## src/rtl/fold_ibuf_pkg.sv

```systemverilog
package fold_ibuf_pkg;

    typedef enum logic [1:0] {
        CL_OTHER = 2'd0,
        CL_LOAD  = 2'd1,
        CL_CONST = 2'd2,
        CL_USE   = 2'd3
    } op_class_e;

    typedef enum logic [1:0] {
        SRC_STACK = 2'd0,
        SRC_LOCAL = 2'd1,
        SRC_IMM   = 2'd2
    } src_kind_e;

    typedef struct packed {
        op_class_e  cls;
        logic [2:0] len;
    } op_info_t;

    // Class and byte length of one opcode of the decoded subset
    function automatic op_info_t classify(input logic [7:0] op);
        op_info_t r;
        r.cls = CL_OTHER;
        r.len = 3'd1;
        case (op)
            8'h1A, 8'h1B, 8'h1C, 8'h1D: r.cls = CL_LOAD;
            8'h15: begin r.cls = CL_LOAD; r.len = 3'd2; end
            8'h02, 8'h03, 8'h04, 8'h05, 8'h06, 8'h07, 8'h08: r.cls = CL_CONST;
            8'h10: begin r.cls = CL_CONST; r.len = 3'd2; end
            8'h60, 8'h64, 8'h7E, 8'h80: r.cls = CL_USE;
            8'h36: begin r.cls = CL_USE; r.len = 3'd2; end
            8'hA7: r.len = 3'd3;
            8'hB9: r.len = 3'd5;
            default: ;
        endcase
        return r;
    endfunction

endpackage

```

## src/rtl/fold_ibuf_queue.sv

```systemverilog
module fold_ibuf_queue #(
    parameter int DEPTH    = 12,
    parameter int WR_BYTES = 4,
    parameter int WIN      = 5,
    parameter int CW       = $clog2(DEPTH + 1),
    parameter int WCW      = $clog2(WR_BYTES + 1),
    parameter int LW       = $clog2(WIN + 1)
) (
    input  logic                  clk,
    input  logic                  rst_n,
    input  logic                  flush,
    input  logic                  wr_valid,
    input  logic [WCW-1:0]        wr_cnt,
    input  logic [WR_BYTES*8-1:0] wr_data,
    input  logic [LW-1:0]         pop_len,
    output logic                  wr_accept,
    output logic [WIN*8-1:0]      win,
    output logic [CW-1:0]         fill
);

    typedef struct packed {
        logic [DEPTH-1:0][7:0] bytes;
        logic [CW-1:0]         fill;
    } qstate_t;

    qstate_t st_d, st_q;

    always_comb begin
        int keep;
        int room;
        st_d = st_q;
        room = DEPTH - int'(st_q.fill);
        wr_accept = wr_valid && !flush && (int'(wr_cnt) <= WR_BYTES)
                    && (int'(wr_cnt) <= room);
        keep = int'(st_q.fill) - int'(pop_len);
        for (int i = 0; i < DEPTH; i++) begin
            st_d.bytes[i] = 8'h00;
            if (i < keep) begin
                st_d.bytes[i] = st_q.bytes[i + int'(pop_len)];
            end else if (wr_accept && ((i - keep) < int'(wr_cnt))) begin
                st_d.bytes[i] = wr_data[(i - keep)*8 +: 8];
            end
        end
        if (flush) begin
            st_d.fill = '0;
        end else begin
            st_d.fill = CW'(keep + (wr_accept ? int'(wr_cnt) : 0));
        end
    end

    always_ff @(posedge clk) begin
        if (!rst_n) st_q <= '0;
        else        st_q <= st_d;
    end

    for (genvar k = 0; k < WIN; k++) begin : g_win
        assign win[k*8 +: 8] = st_q.bytes[k];
    end

    assign fill = st_q.fill;

endmodule

```

## src/rtl/fold_ibuf_decode.sv

```systemverilog
module fold_ibuf_decode
    import fold_ibuf_pkg::*;
#(
    parameter int WIN = 5,
    parameter int CW  = 4,
    parameter int LW  = 3
) (
    input  logic [WIN*8-1:0] win,
    input  logic [CW-1:0]    fill,
    input  logic             flush,
    input  logic             single_step,
    input  logic             lv_present,
    output logic [7:0]       lv_query_idx,
    output logic             iss_valid,
    output logic [7:0]       iss_op,
    output logic [7:0]       iss_arg,
    output logic [1:0]       iss_src,
    output logic [31:0]      iss_srcval,
    output logic             iss_folded,
    output logic [LW-1:0]    pop_len
);

    logic [7:0] b [WIN];
    op_info_t   head_i, next_i;
    logic [7:0] next_op, next_arg, lv_idx;
    logic       have_head, have_pair, feeder, do_fold;
    logic [31:0] imm;

    for (genvar k = 0; k < WIN; k++) begin : g_b
        assign b[k] = win[k*8 +: 8];
    end

    always_comb begin
        head_i    = classify(b[0]);
        have_head = (fill != '0) && (int'(fill) >= int'(head_i.len));
        next_op   = (head_i.len == 3'd2) ? b[2] : b[1];
        next_arg  = (head_i.len == 3'd2) ? b[3] : b[2];
        next_i    = classify(next_op);
        have_pair = int'(fill) >= (int'(head_i.len) + int'(next_i.len));
        lv_idx    = (head_i.len == 3'd2) ? b[1] : (b[0] - 8'h1A);
        if (head_i.len == 3'd2) imm = {{24{b[1][7]}}, b[1]};
        else                    imm = {24'h0, b[0]} - 32'd3;
        feeder  = ((head_i.cls == CL_LOAD) && lv_present) || (head_i.cls == CL_CONST);
        do_fold = have_head && feeder && (next_i.cls == CL_USE) && have_pair
                  && !single_step && !flush;

        lv_query_idx = (have_head && head_i.cls == CL_LOAD) ? lv_idx : 8'h00;
        iss_valid    = have_head && !flush;
        iss_folded   = do_fold;
        iss_op       = 8'h00;
        iss_arg      = 8'h00;
        iss_src      = SRC_STACK;
        iss_srcval   = 32'h0;
        pop_len      = '0;
        if (do_fold) begin
            iss_op  = next_op;
            iss_arg = (next_i.len == 3'd2) ? next_arg : 8'h00;
            if (head_i.cls == CL_LOAD) begin
                iss_src    = SRC_LOCAL;
                iss_srcval = {24'h0, lv_idx};
            end else begin
                iss_src    = SRC_IMM;
                iss_srcval = imm;
            end
            pop_len = LW'(int'(head_i.len) + int'(next_i.len));
        end else if (iss_valid) begin
            iss_op  = b[0];
            iss_arg = (head_i.len >= 3'd2) ? b[1] : 8'h00;
            pop_len = LW'(head_i.len);
        end
    end

endmodule

```

## src/rtl/fold_ibuf.sv

```systemverilog
module fold_ibuf #(
    parameter int DEPTH    = 12,
    parameter int WR_BYTES = 4,
    parameter int WIN      = 5
) (
    input  logic        clk,
    input  logic        rst_n,
    input  logic        flush,
    input  logic        wr_valid,
    input  logic [2:0]  wr_cnt,
    input  logic [31:0] wr_data,
    output logic        wr_accept,
    input  logic        single_step,
    input  logic        lv_present,
    output logic [7:0]  lv_query_idx,
    output logic        iss_valid,
    output logic [7:0]  iss_op,
    output logic [7:0]  iss_arg,
    output logic [1:0]  iss_src,
    output logic [31:0] iss_srcval,
    output logic        iss_folded,
    output logic [2:0]  iss_len
);

    localparam int CW  = $clog2(DEPTH + 1);
    localparam int WCW = 3;
    localparam int LW  = 3;

    logic [WIN*8-1:0] q_win;
    logic [CW-1:0]    q_fill;
    logic [LW-1:0]    pop_len;

    fold_ibuf_queue #(
        .DEPTH(DEPTH), .WR_BYTES(WR_BYTES), .WIN(WIN),
        .CW(CW), .WCW(WCW), .LW(LW)
    ) u_queue (
        .clk(clk), .rst_n(rst_n), .flush(flush),
        .wr_valid(wr_valid), .wr_cnt(wr_cnt), .wr_data(wr_data),
        .pop_len(pop_len), .wr_accept(wr_accept),
        .win(q_win), .fill(q_fill)
    );

    fold_ibuf_decode #(.WIN(WIN), .CW(CW), .LW(LW)) u_dec (
        .win(q_win), .fill(q_fill), .flush(flush),
        .single_step(single_step), .lv_present(lv_present),
        .lv_query_idx(lv_query_idx), .iss_valid(iss_valid),
        .iss_op(iss_op), .iss_arg(iss_arg), .iss_src(iss_src),
        .iss_srcval(iss_srcval), .iss_folded(iss_folded), .pop_len(pop_len)
    );

    assign iss_len = pop_len;

endmodule

```

## config.mk

```make
export PLATFORM = sky130hd
export DESIGN_NAME = fold_ibuf
export DESIGN_NICKNAME = d
export VERILOG_FILES = /design/src/rtl/fold_ibuf_pkg.sv /design/src/rtl/fold_ibuf_queue.sv /design/src/rtl/fold_ibuf_decode.sv /design/src/rtl/fold_ibuf.sv
export SDC_FILE = /design/constraint.sdc
export NUM_CORES = 1
export LEC_CHECK = 0
export BUFFER_PORTS_ARGS = -buffer_cell sky130_fd_sc_hd__buf_2
export CAP_MARGIN = 0
export CORE_AREA = 2 2 128 180
export DETAILED_ROUTE_END_ITERATION = 16
export DIE_AREA = 0 0 130 182
export MAX_ROUTING_LAYER = met4
export PLACE_DENSITY = 0.77
export SLEW_MARGIN = 5
export SYNTH_ARGS = -nofsm -noshare
export SYNTH_HDL_FRONTEND = slang
export SYNTH_HIERARCHICAL = 1
export SYNTH_SLANG_ARGS = --single-unit
```

## constraint.sdc

```tcl
create_clock -name clk -period 10.9 [get_ports clk]
set_input_delay 2.725 -clock clk [delete_from_list [all_inputs] [get_ports clk]]
set_output_delay 2.725 -clock clk [all_outputs]
set_load 0.1 [all_outputs]
```

* Word-level counts from Yosys, hierarchy flattened *
Index checks and enable logic that the tools add are counted.

operators by class
  $add $sub $neg = 29
  magnitude comparators = 41
  equality and inequality tests = 45
  reductions and logical operators = 37
  shift operators = 12
  bitwise operators = 1
  multiplexer cells = 81

operators by type and width
  cell                                                          count
  2-to-1 mux 8 bit                                              57
  less-than comparator 32 x 4 -> 1 bit                          12
  variable part select 32 x 32 -> 8 bit                         12
  binary-select mux 8 bit (select 4 bit)                        11
  less-than comparator 32 x 6 -> 1 bit (second input constant)  11
  equality test 8 x 5 -> 1 bit (second input constant)          12
  2-to-1 mux 32 bit                                             3
  equality test 8 x 3 -> 1 bit (second input constant)          8
  equality test 8 x 7 -> 1 bit (second input constant)          6
  equality test 8 bit (second input constant)                   6
  equality test 8 x 2 -> 1 bit (second input constant)          4
  <= comparator 4 x 32 -> 1 bit                                 1
  binary-select mux 8 bit (select 3 bit)                        1
  logical AND 1 bit                                             24
  subtractor 4 x 5 -> 6 bit (first input constant)              4
  subtractor 5 x 5 -> 6 bit (first input constant)              4
  adder 4 x 3 -> 5 bit (first input constant)                   4
  less-than comparator 4 x 5 -> 1 bit (first input constant)    4
  less-than comparator 5 bit (first input constant)             4
  OR reduction 5 bit                                            4
  one-hot mux 3 bit (3 select lines)                            2
  adder 3 x 3 -> 4 bit (first input constant)                   4
  equality test 8 x 4 -> 1 bit (second input constant)          2
  equality test 8 x 6 -> 1 bit (second input constant)          2
  32 further kinds                                              44

word-level totals
  input port bits = 41
  output and inout bits = 64
  flip-flop bits (word level) = 100
  word-level logic and storage cells = 259

* Logic depth before layout (Yosys ltp) *
Gate-level depths: netlist of the first run.

  depth after elaboration = 20
  gate-level depth with buffers = 40
  depth with buffers taken out = 33

* Modules after synthesis *
The synthesis of the first run kept the hierarchy.

by module, submodules not included
  module            area each (um2)  cells an instance  seq. area each (um2)  instances
  fold_ibuf_queue   10541.4          1194               2001.9                1
  fold_ibuf_decode  2080.7           309                0.0                   1

* Worst setup path after synthesis of the first run *
OpenSTA, ideal clock, no wires.

  path type = input-to-reg
  start point = in flush
  end point = reg u_queue/st_q[68] in the netlist's numbering
  path slack = 0.167 ns
  stages = 22
  buffers on the path = 6
  data arrival time = 10.673 ns
  required time = 10.840 ns
  path through = a21o_1 > nor2_1 > clkbuf_1 > nand2_1 > mux2i_1 > buf_2 > buf_2 > clkinv_1 > clkbuf_1 > fa_1 > clkbuf_1 > inv_2 > ha_1 > clkbuf_1 > xnor2_1 > ha_1 > a21o_1 > a31oi_1 > o21ai_0 > a221oi_1 > o311a_2 > a32o_1

between the ends
  longest elaborated chain between the ends = 10

RTL lines
  what                                  RTL line                                      text
  start, declared                       fold_ibuf.sv:8                                input logic flush,
  logical NOT 1 bit (*)                 fold_ibuf_decode.sv:48                        iss_valid = have_head && !flush;
  logical AND 1 bit (*)                 fold_ibuf_decode.sv:48
  via iss_valid                         fold_ibuf.sv:16                               output logic iss_valid,
  2-to-1 mux 3 bit (*)                  fold_ibuf_decode.sv:66                        end else if (iss_valid) begin
  2-to-1 mux 3 bit (*)                  fold_ibuf_decode.sv:55                        if (do_fold) begin
  via iss_len[1]                        fold_ibuf.sv:22                               output logic [2:0] iss_len
  subtractor 4 x 3 -> 5 bit             fold_ibuf_queue.sv:35                         keep = int'(st_q.fill) - int'(pop_len);
  subtractor 5 x 5 -> 6 bit             fold_ibuf_queue.sv:40, fold_ibuf_queue.sv:41
  less-than comparator 32 x 4 -> 1 bit  fold_ibuf_queue.sv:40                         end else if (wr_accept && ((i - keep) < int'(wr_cnt))) begin
  logical AND 1 bit                     fold_ibuf_queue.sv:40
  2-to-1 mux 8 bit                      fold_ibuf_queue.sv:40
  2-to-1 mux 8 bit (*)                  fold_ibuf_queue.sv:38                         if (i < keep) begin
  end signal, assigned                  fold_ibuf_queue.sv:53                         else st_q <= st_d;
  end, declared                         fold_ibuf_queue.sv:26                         qstate_t st_d, st_q;

Mark *: on every way through the listed nets, which the timed path passes. The rest lies on a longest branch. The select of a mux whose other input is x is not followed.
A chain may end at the register's enable or synchronous reset.

* Worst setup path after layout of the first run *
  start point = reg u_queue.st_q, in the netlist u_queue/win[0]
  end point = reg u_queue/st_q[48] in the netlist's numbering

between the ends
  longest elaborated chain between the ends = 20

RTL lines
  what                                                                                             RTL line                                      text
  equality test 8 x 5 -> 1 bit / equality test 8 x 6 -> 1 bit (equally long branches)              fold_ibuf_pkg.sv:26                           case (op)
  OR reduction 3 bit (no line)                                                                     -
  one-hot mux 3 bit (3 select lines)                                                               fold_ibuf_pkg.sv:26
  equality test 3 x 2 -> 1 bit                                                                     fold_ibuf_decode.sv:36                        next_op = (head_i.len == 3'd2) ? b[2] : b[1];
  2-to-1 mux 8 bit                                                                                 fold_ibuf_decode.sv:36
  equality test 8 x 5 -> 1 bit (tied with other cells)                                             fold_ibuf_pkg.sv:26
  OR reduction 3 bit (no line) (tied with other cells)                                             -
  one-hot mux 3 bit (3 select lines) / one-hot mux 2 bit (3 select lines) (equally long branches)  fold_ibuf_pkg.sv:26
  [3 not listed]                                                                                   -
  logical AND 1 bit (2 in series)                                                                  fold_ibuf_decode.sv:45                        && !single_step && !flush;
  2-to-1 mux 3 bit (*)                                                                             fold_ibuf_decode.sv:55
  subtractor 4 x 3 -> 5 bit                                                                        fold_ibuf_queue.sv:35
  subtractor 4 x 5 -> 6 bit                                                                        fold_ibuf_queue.sv:40, fold_ibuf_queue.sv:41
  less-than comparator 32 x 4 -> 1 bit                                                             fold_ibuf_queue.sv:40
  logical AND 1 bit                                                                                fold_ibuf_queue.sv:40
  2-to-1 mux 8 bit                                                                                 fold_ibuf_queue.sv:40
  2-to-1 mux 8 bit (*)                                                                             fold_ibuf_queue.sv:38

Mark *: on every way between the ends. The rest lies on a longest branch, timed or not. The select of a mux whose other input is x is not followed.

==> impl_metrics.csv, run 1 <==
group,metric,value,unit
outcome,status,"finished clean",
cells_and_area,final_layout_size_suffix_gt1_frac,0.214,
worst_hold_path,hold_end,"u_queue/st_q[74]",
pwr,leakage,0.00506,µW
sta,fin_hold_ws,850,ps
floorplan,core.rowCount,65,
cells_and_area,layout.nets,1561,
sta,post-route-period-util,0.878,
sta,tightest_slew,1290,ps
floorplan,dieWidth,130,µm
clocking,clkSinkCount,100,
critical_path,critPathMaxStageDelay,670,ps
pwr,ir_worst_vdd,74.0,µV
route,drt_wl_total,44800,µm
clocking,cts_buffers,9,
sta,hold_violations,0,
sta,fmax,0.104,GHz
sta,skew,13.5,ps
route,drc,0,
floorplan,core-area,22200,µm²
critical_path,r2r-start,"u_queue/win[0]",
logic_synthesis,netlist_instances,1495,
floorplan,dieArea,23700,µm²
worst_hold_path,hold_start,"u_queue/st_q[74]",
cells_and_area,final_core_util,0.586,
clocking,tritoncts,"done",
cells_and_area,design_area,13000,µm²
critical_path,critPathKind,"register to register",
critical_path,cp-end-kind,"register",
grt,antenna_found_initial,1,
cells_and_area,layout_common_cells,"nand2_1, mux2i_1, buf_2, dfxtp_1, nor2_1",
clocking,clk_pin_slew,80,ps
placement,dpl.cell_count,1751,
clocking,postCtsHoldBufs,0,
logic_synthesis,syn-num-nets,1595,
critical_path,reg2reg_to,"u_queue/st_q[48]",
route,antenna_left,0,
sta,finalMaxSlewViolations,0,
sta,fin_setup_tns,0,ps
critical_path,crit_required,11090,ps
clocking,clockRootBuffer,"clkbuf_16",
critical_path,rrSetupSlack,1320,ps
clocking,cts-resized-gates,0,
route,vias,12500,
placement,port-buffer-count,104,
critical_path,cp-start-kind,"register",
logic_synthesis,synth_warnings,6,
route,vias_per_cell,7.08,
floorplan,pin_count,105,
clocking,clk_latency,350,ps
critical_path,r2r_cells,31,
clocking,cts_buffer_depth,2,
route,first_pass_iters,6,
placement,globalplace.congestion,1.05,
cells_and_area,fin_cells,1768,
job,cap_violations,0,
grt,grt_max_degree,63,
grt,grt_pass1_wl,67800,µm
cells_and_area,area_growth,3.55,%
critical_path,cp.arrival,9770,ps
grt,grtUsageTotal,0.385,
sta,setup_viol,0,
grt,grt_overflow,0,
cells_and_area,final_common_cell,"nand2_1",
sta,grt_setup_unrepaired,"no",
worst_hold_path,hold_path_depth,3,
logic_synthesis,syn-mean-instance-area,8.40,µm²
worst_hold_path,hold_class,"register to register",
route,wl_per_cell,25.3,µm
floorplan,start_util,0.566,
clocking,postCtsSetupBuffers,0,
route,drt_first_iter_violations,1604,
sta,relSlewSlack,0.141,
placement,place_area,12700,µm²
logic_synthesis,synthesis.area,12600,µm²
placement,post-dp-hpwl,33400,µm
grt,grt_pass1_vias,11700,
clocking,htree_levels,3,
pwr,power_density,77.1,nW/µm²
critical_path,path_max_fanout,62,
floorplan,die_height,182,µm
critical_path,slowest_stage,"mux2_8",
sta,min_period,9580,ps
==> power by group <==
part | switching, µW | leakage [µW] | internal (µW)
Sequential | 13.5 | 0.000806 | 370
Clock | 155 | 0.000149 | 181
Combinational | 185 | 0.00411 | 98.7
==> layer usage <==
metal / vias to the layer above / part of all wire / global-route usage / routed length (µm)
li1: 5487 / - / - / -
met1: 5862 / 0.35 / 0.446 / 15800
met2: 925 / 0.46 / 0.597 / 20500
met3: 242 / 0.10 / 0.0745 / 4670
met4: 0 / 0.083 / 0.261 / 3730
met5: - / 0 / - / 0
==> critical path, delay by kind of cell, from the launching register on <==
family                   cells  cell delay [ps]
AO/OA/AOI/OAI                9             1920
XOR/XNOR                     1              560
adder cells (fa/ha/maj)      7             2410
buffers and inverters        6             1210
flip-flops                   1              650
multiplexers                 2             1160
AND/OR/NAND/NOR              6             1460
==> through the flow <==
step	power [µW]	setup slack, ps
6_report	1000	1320
5_1_grt	1040	814
4_1_cts	993	1530
3_5_place_dp	663	1610
3_3_place_gp	658	1770
2_1_floorplan	581	167
==> area by class of cell <==
| type | instances | area, µm² |
|---|---|---|
| sequential | 100 | 2000 |
| timing repair buffer | 131 | 723 |
| fill | 1992 | 9200 |
| tap | 301 | 377 |
| multi-input combinational | 1174 | 9430 |
| clock buffer | 10 | 229 |
| clock inverter | 6 | 68.8 |
| inverter | 45 | 171 |
| antenna | 1 | 2.50 |
==> registers in the layout (all words and copies together), names as in the netlist <==
register      cells
u_queue/st_q     56
u_queue/win      40
u_queue/fill      4
==> worst max-delay path by stage <==
stage	slack, ps	endpoint	startpoint
final	1320	u_queue/st_q[48]	u_queue/win[0]
after global routing	810	u_queue/st_q[83]	u_queue/win[0]
after CTS	1530	u_queue/st_q[48]	u_queue/win[0]
after detailed placement	1610	u_queue/st_q[48]	u_queue/win[0]
after global placement	1770	u_queue/st_q[83]	u_queue/win[0]
after floorplan	170	u_queue/st_q[68]	flush
Power figures use the tool's default switching activity.
==> run 2, diff against run 1 <==
==> constraint.sdc (replaced) <==
create_clock -name clk -period 10.9 [get_ports clk]
set_input_delay 1.635 -clock clk [delete_from_list [all_inputs] [get_ports clk]]
set_output_delay 1.635 -clock clk [all_outputs]
set_load 0.1 [all_outputs]
==> impl_metrics.csv, run 2 (synthesized netlist as in run 1, its figures left out) <==
group,metric,value,unit
route,met1Wirelength,15900,µm
critical_path,cp.depth,31,
critical_path,crit_family,"compound AO/OA/AOI/OAI gates",
route,drt_first_iter_violations,1412,
clocking,clockRootBuffer,"clkbuf_16",
critical_path,path_buf_inv,8,
sta,hold_violations,0,
route,vias_per_cell,7.05,
sta,min_period,9520,ps
route,drc,0,
pwr,leakage,0.00506,µW
critical_path,cp-end-kind,"register",
clocking,cts_buffer_depth,2,
placement,globalplace.congestion,1.15,
clocking,clkSinkCount,100,
clocking,clk_pin_slew,80,ps
clocking,postCtsSetupBuffers,0,
floorplan,start_util,0.566,
route,wl_met2,20700,µm
route,vias,12500,
route,first_pass_iters,6,
sta,fmax,0.105,GHz
cells_and_area,final_common_cell,"nand2_1",
cells_and_area,largest-register,"u_queue/st_q",
job,cap_violations,0,
clocking,clk_latency,360,ps
critical_path,cp-start-kind,"register",
critical_path,crit_required,11200,ps
cells_and_area,design_area,13000,µm²
critical_path,critPathMaxStageDelay,810,ps
critical_path,cp.arrival,9820,ps
route,antenna_left,0,
critical_path,r2r_cells,31,
sta,grt_setup_unrepaired,"no",
grt,grtUsageTotal,0.386,
placement,dpl.cell_count,1752,
grt,grt_pass1_vias,11600,
floorplan,dieWidth,130,µm
outcome,status,"finished clean",
route,routed.top_layer,"met4",
cells_and_area,layout.nets,1562,
cells_and_area,area_growth,3.63,%
clocking,htree_levels,3,
grt,grt_max_degree,63,
critical_path,slowest_stage,"nand4_1",
route,drt_wl_total,44700,µm
clocking,postCtsHoldBufs,0,
critical_path,critPathKind,"register to register",
clocking,cts-resized-gates,0,
sta,fin_setup_tns,0,ps
sta,post-route-period-util,0.873,
sta,skew,14.4,ps
worst_hold_path,hold_class,"register to register",
clocking,cts_buffers,9,
grt,grt_pass1_wl,67900,µm
worst_hold_path,hold_path_depth,3,
critical_path,path_max_fanout,35,
cells_and_area,fin_cells,1769,
critical_path,cp_common_cell,"ha_1",
route,wl_met3,4630,µm
floorplan,pin_count,105,
floorplan,core-area,22200,µm²
floorplan,dieArea,23700,µm²
grt,grt_overflow,0,
floorplan,die_height,182,µm
sta,finalMaxSlewViolations,0,
placement,place_area,12700,µm²
floorplan,core.rowCount,65,
sta,relSlewSlack,0.288,
pwr,ir_worst_vdd,69.4,µV
route,wl_per_cell,25.3,µm
clocking,tritoncts,"done",
cells_and_area,largest_reg_flops,56,
pwr,power_density,76.2,nW/µm²
grt,antenna_found_initial,1,
cells_and_area,layout_common_cells,"nand2_1, mux2i_1, buf_2, dfxtp_1, nor2_1",
cells_and_area,final_layout_size_suffix_gt1_frac,0.216,
placement,post-dp-hpwl,33600,µm
sta,setup_viol,0,
sta,tightest_slew,1070,ps
placement,port-buffer-count,104,
## run 2: worst min-delay path: stages (launching register included)
cell and delay [ps]:
dfxtp_1 370, mux4_2 270, mux2i_1 70, o22ai_1 120
## run 2: through the flow
stage | power [µW] | hold WS (ps) | setup slack (ps) | utilization
after CTS | 978 | 861 | 1830 | 0.586
final | 992 | 878 | 1380 | 0.586
after global routing | 1020 | 907 | 892 | 0.586
after detailed placement | 661 | 830 | 1900 | 0.573
after global placement | 659 | 805 | 2050 | 0.573
after floorplan | 581 | 695 | 543 | -
## run 2: final cells by class
type                            instances  area (µm²)
Timing Repair Buffer                  132         731
Fill cell                            2011        9190
Sequential cell                       100        2000
Clock buffer                           10         239
Inverter                               45         171
Clock inverter                          6        55.1
Tap cell                              301         377
Multi-Input combinational cell       1174        9440
Antenna cell                            1        2.50
## run 2: per-layer routing
metal	global-route usage	up-vias
met5	-	-
met4	0.235	0
met3	0.0672	236
met2	0.602	917
met1	0.462	5839
li1	-	5479
## run 2: path summary, 6_finish.rpt
check / start / endpoint / slack (ps)
worst min-delay path: u_queue/win[36] / u_queue/win[36] / 880
worst max-delay path: u_queue/win[0] / u_queue/st_q[95] / 1380
worst max register to register: u_queue/win[0] / u_queue/st_q[95] / 1380
worst min register to register: u_queue/win[36] / u_queue/win[36] / 880
## run 2: where the power goes
part	internal [µW]	leakage (µW)	total, µW	switching [µW]
sequential	370	0.000806	384	14.1
clock	166	0.000139	326	160
combinational	98.5	0.00411	282	183
total	634	0.00506	992	357
==> run 3, diff against run 2 <==
--- a/config.mk
+++ b/config.mk
@@ -5,13 +5,13 @@
 export SDC_FILE = /design/constraint.sdc
 export NUM_CORES = 1
 export LEC_CHECK = 0
-export BUFFER_PORTS_ARGS = -buffer_cell sky130_fd_sc_hd__buf_2
 export CAP_MARGIN = 0
 export CORE_AREA = 2 2 128 180
 export DETAILED_ROUTE_END_ITERATION = 16
 export DIE_AREA = 0 0 130 182
+export DONT_BUFFER_PORTS = 1
 export MAX_ROUTING_LAYER = met4
-export PLACE_DENSITY = 0.77
+export PLACE_DENSITY = 0.73
 export SLEW_MARGIN = 5
 export SYNTH_ARGS = -nofsm -noshare
 export SYNTH_HDL_FRONTEND = slang
==> impl_metrics.csv, run 3 (synthesized netlist as in run 1, its figures left out) <==
group,metric,value,unit
outcome,status,"finished clean",
floorplan,dieArea,23700,µm²
clocking,clk_latency,360,ps
floorplan,dieWidth,130,µm
critical_path,critPathKind,"register to primary output",
route,drt_wl_total,44900,µm
grt,grtUsageTotal,0.388,
placement,port-buffer-count,0,
sta,fin_setup_tns,0,ps
sta,min_period,9190,ps
floorplan,core-area,22200,µm²
grt,grt_overflow,0,
cells_and_area,layout.nets,1476,
critical_path,cp-start-kind,"register",
placement,dpl.cell_count,1666,
floorplan,pin_count,105,
job,cap_violations,0,
sta,setup_viol,0,
pwr,power,1020,µW
grt,grt_use_met2,0.602,
sta,tightest_slew,1290,ps
pwr,ir_worst_vdd,70.6,µV
sta,skew,15.8,ps
grt,use_met3,0.0943,
grt,grt_max_degree,60,
cells_and_area,fin_cells,1683,
clocking,clkSinkCount,100,
route,drt_first_iter_violations,1505,
sta,post-route-period-util,0.843,
clocking,cts_buffer_depth,2,
grt,grt_pass1_wl,68000,µm
cells_and_area,area_growth,3.10,%
placement,globalplace.congestion,1.03,
clocking,postCtsHoldBufs,0,
cells_and_area,final_layout_size_suffix_gt1_frac,0.188,
critical_path,slowest_stage,"buf_12",
critical_path,crit_required,9270,ps
critical_path,critPathMaxStageDelay,1770,ps
clocking,cts_buffers,9,
placement,post-dp-hpwl,34100,µm
critical_path,path_buf_inv,5,
grt,busiest_layer,"met2",
route,vias_per_cell,7.27,
pwr,power_density,79.0,nW/µm²
clocking,clockRootBuffer,"clkbuf_16",
cells_and_area,final_common_cell,"nand2_1",
cells_and_area,largest-register,"u_queue/st_q",
route,first_pass_iters,6,
cells_and_area,layout_common_cells,"nand2_1, dfxtp_1, mux2i_1, nor2_1, o21ai_0",
clocking,clk_pin_slew,80,ps
sta,finalMaxSlewViolations,0,
grt,antenna_found_initial,1,
critical_path,crit_family,"buffers and inverters",
floorplan,start_util,0.566,
clocking,tritoncts,"done",
route,wl_per_cell,26.7,µm
route,drc,0,
sta,grt_setup_unrepaired,"no",
critical_path,cp.arrival,7550,ps
sta,relSlewSlack,0.119,
floorplan,core.rowCount,65,
grt,met1_usage,0.444,
clocking,postCtsSetupBuffers,0,
cells_and_area,largest_reg_flops,56,
sta,fmax,0.109,GHz
grt,grt_pass1_vias,11500,
route,antenna_left,0,
critical_path,path_cells,"inv_1 > ha_1 > or3b_1 > o21ai_1 > and2_1 > inv_4 > mux2_2 > o21a_1 > fa_1 > xor2_1 > ha_1 > o21a_1 > a21oi_1 > a311oi_1 > o2111ai_4 > buf_4 > nor3_4 > buf_12 > buf_16",
critical_path,path_max_fanout,35,
clocking,htree_levels,3,
sta,hold_violations,0,
pwr,leakage,0.00463,µW
worst_hold_path,hold_class,"register to register",
critical_path,cp-end-kind,"primary output",
clocking,cts-resized-gates,0,
route,vias,12200,
floorplan,die_height,182,µm
run 3: tightest hold or removal path: cells and delay by family, from the launching register on:
| family | cells | cell delay [ps] |
|---|---|---|
| compound gates | 1 | 110 |
| flops | 1 | 360 |
| mux | 2 | 320 |
run 3: report_power, final:
| part | internal, µW | switching (µW) |
|---|---|---|
| Sequential | 370 | 13.8 |
| Clock | 217 | 154 |
| Combinational | 93.6 | 174 |
| Total | 681 | 342 |
run 3: worst paths after layout:
path / from / to / slack (ps) / cells past startpoint
setup reg to reg: u_queue/win[1] / u_queue/st_q[99] / 1840 / 30
hold reg to reg: u_queue/st_q[45] / u_queue/win[33] / 840 / 3
setup / recovery: u_queue/win[1] / iss_srcval[10] / 1710 / 19
hold / removal: u_queue/st_q[45] / u_queue/win[33] / 840 / 3
run 3: area by class of cell:
cell class / count / area (µm²)
Fill cell: 1988 / 9250
Antenna cell: 1 / 2.50
Tap cell: 301 / 377
Multi-Input combinational cell: 1174 / 9620
Sequential cell: 100 / 2000
Timing Repair Buffer: 46 / 433
Clock buffer: 11 / 253
Clock inverter: 5 / 88.8
Inverter: 45 / 171
run 3: stage by stage:
step           setup slack (ps)  hold slack [ps]  utilization  instance area (µm²)
6_report                   1710              837        0.583                13000
2_1_floorplan               543              695            -                12600
4_1_cts                    1720              833        0.583                12900
5_1_grt                    1280              877        0.583                13000
3_3_place_gp               2220              796        0.568                12600
3_5_place_dp               2120              816        0.568                12600
run 3: layer usage:
layer  routed length, µm  vias up
met1               15900     5820
met4                3570        0
met5                   0        -
li1                    -     5305
met2               20800      871
met3                4740      238
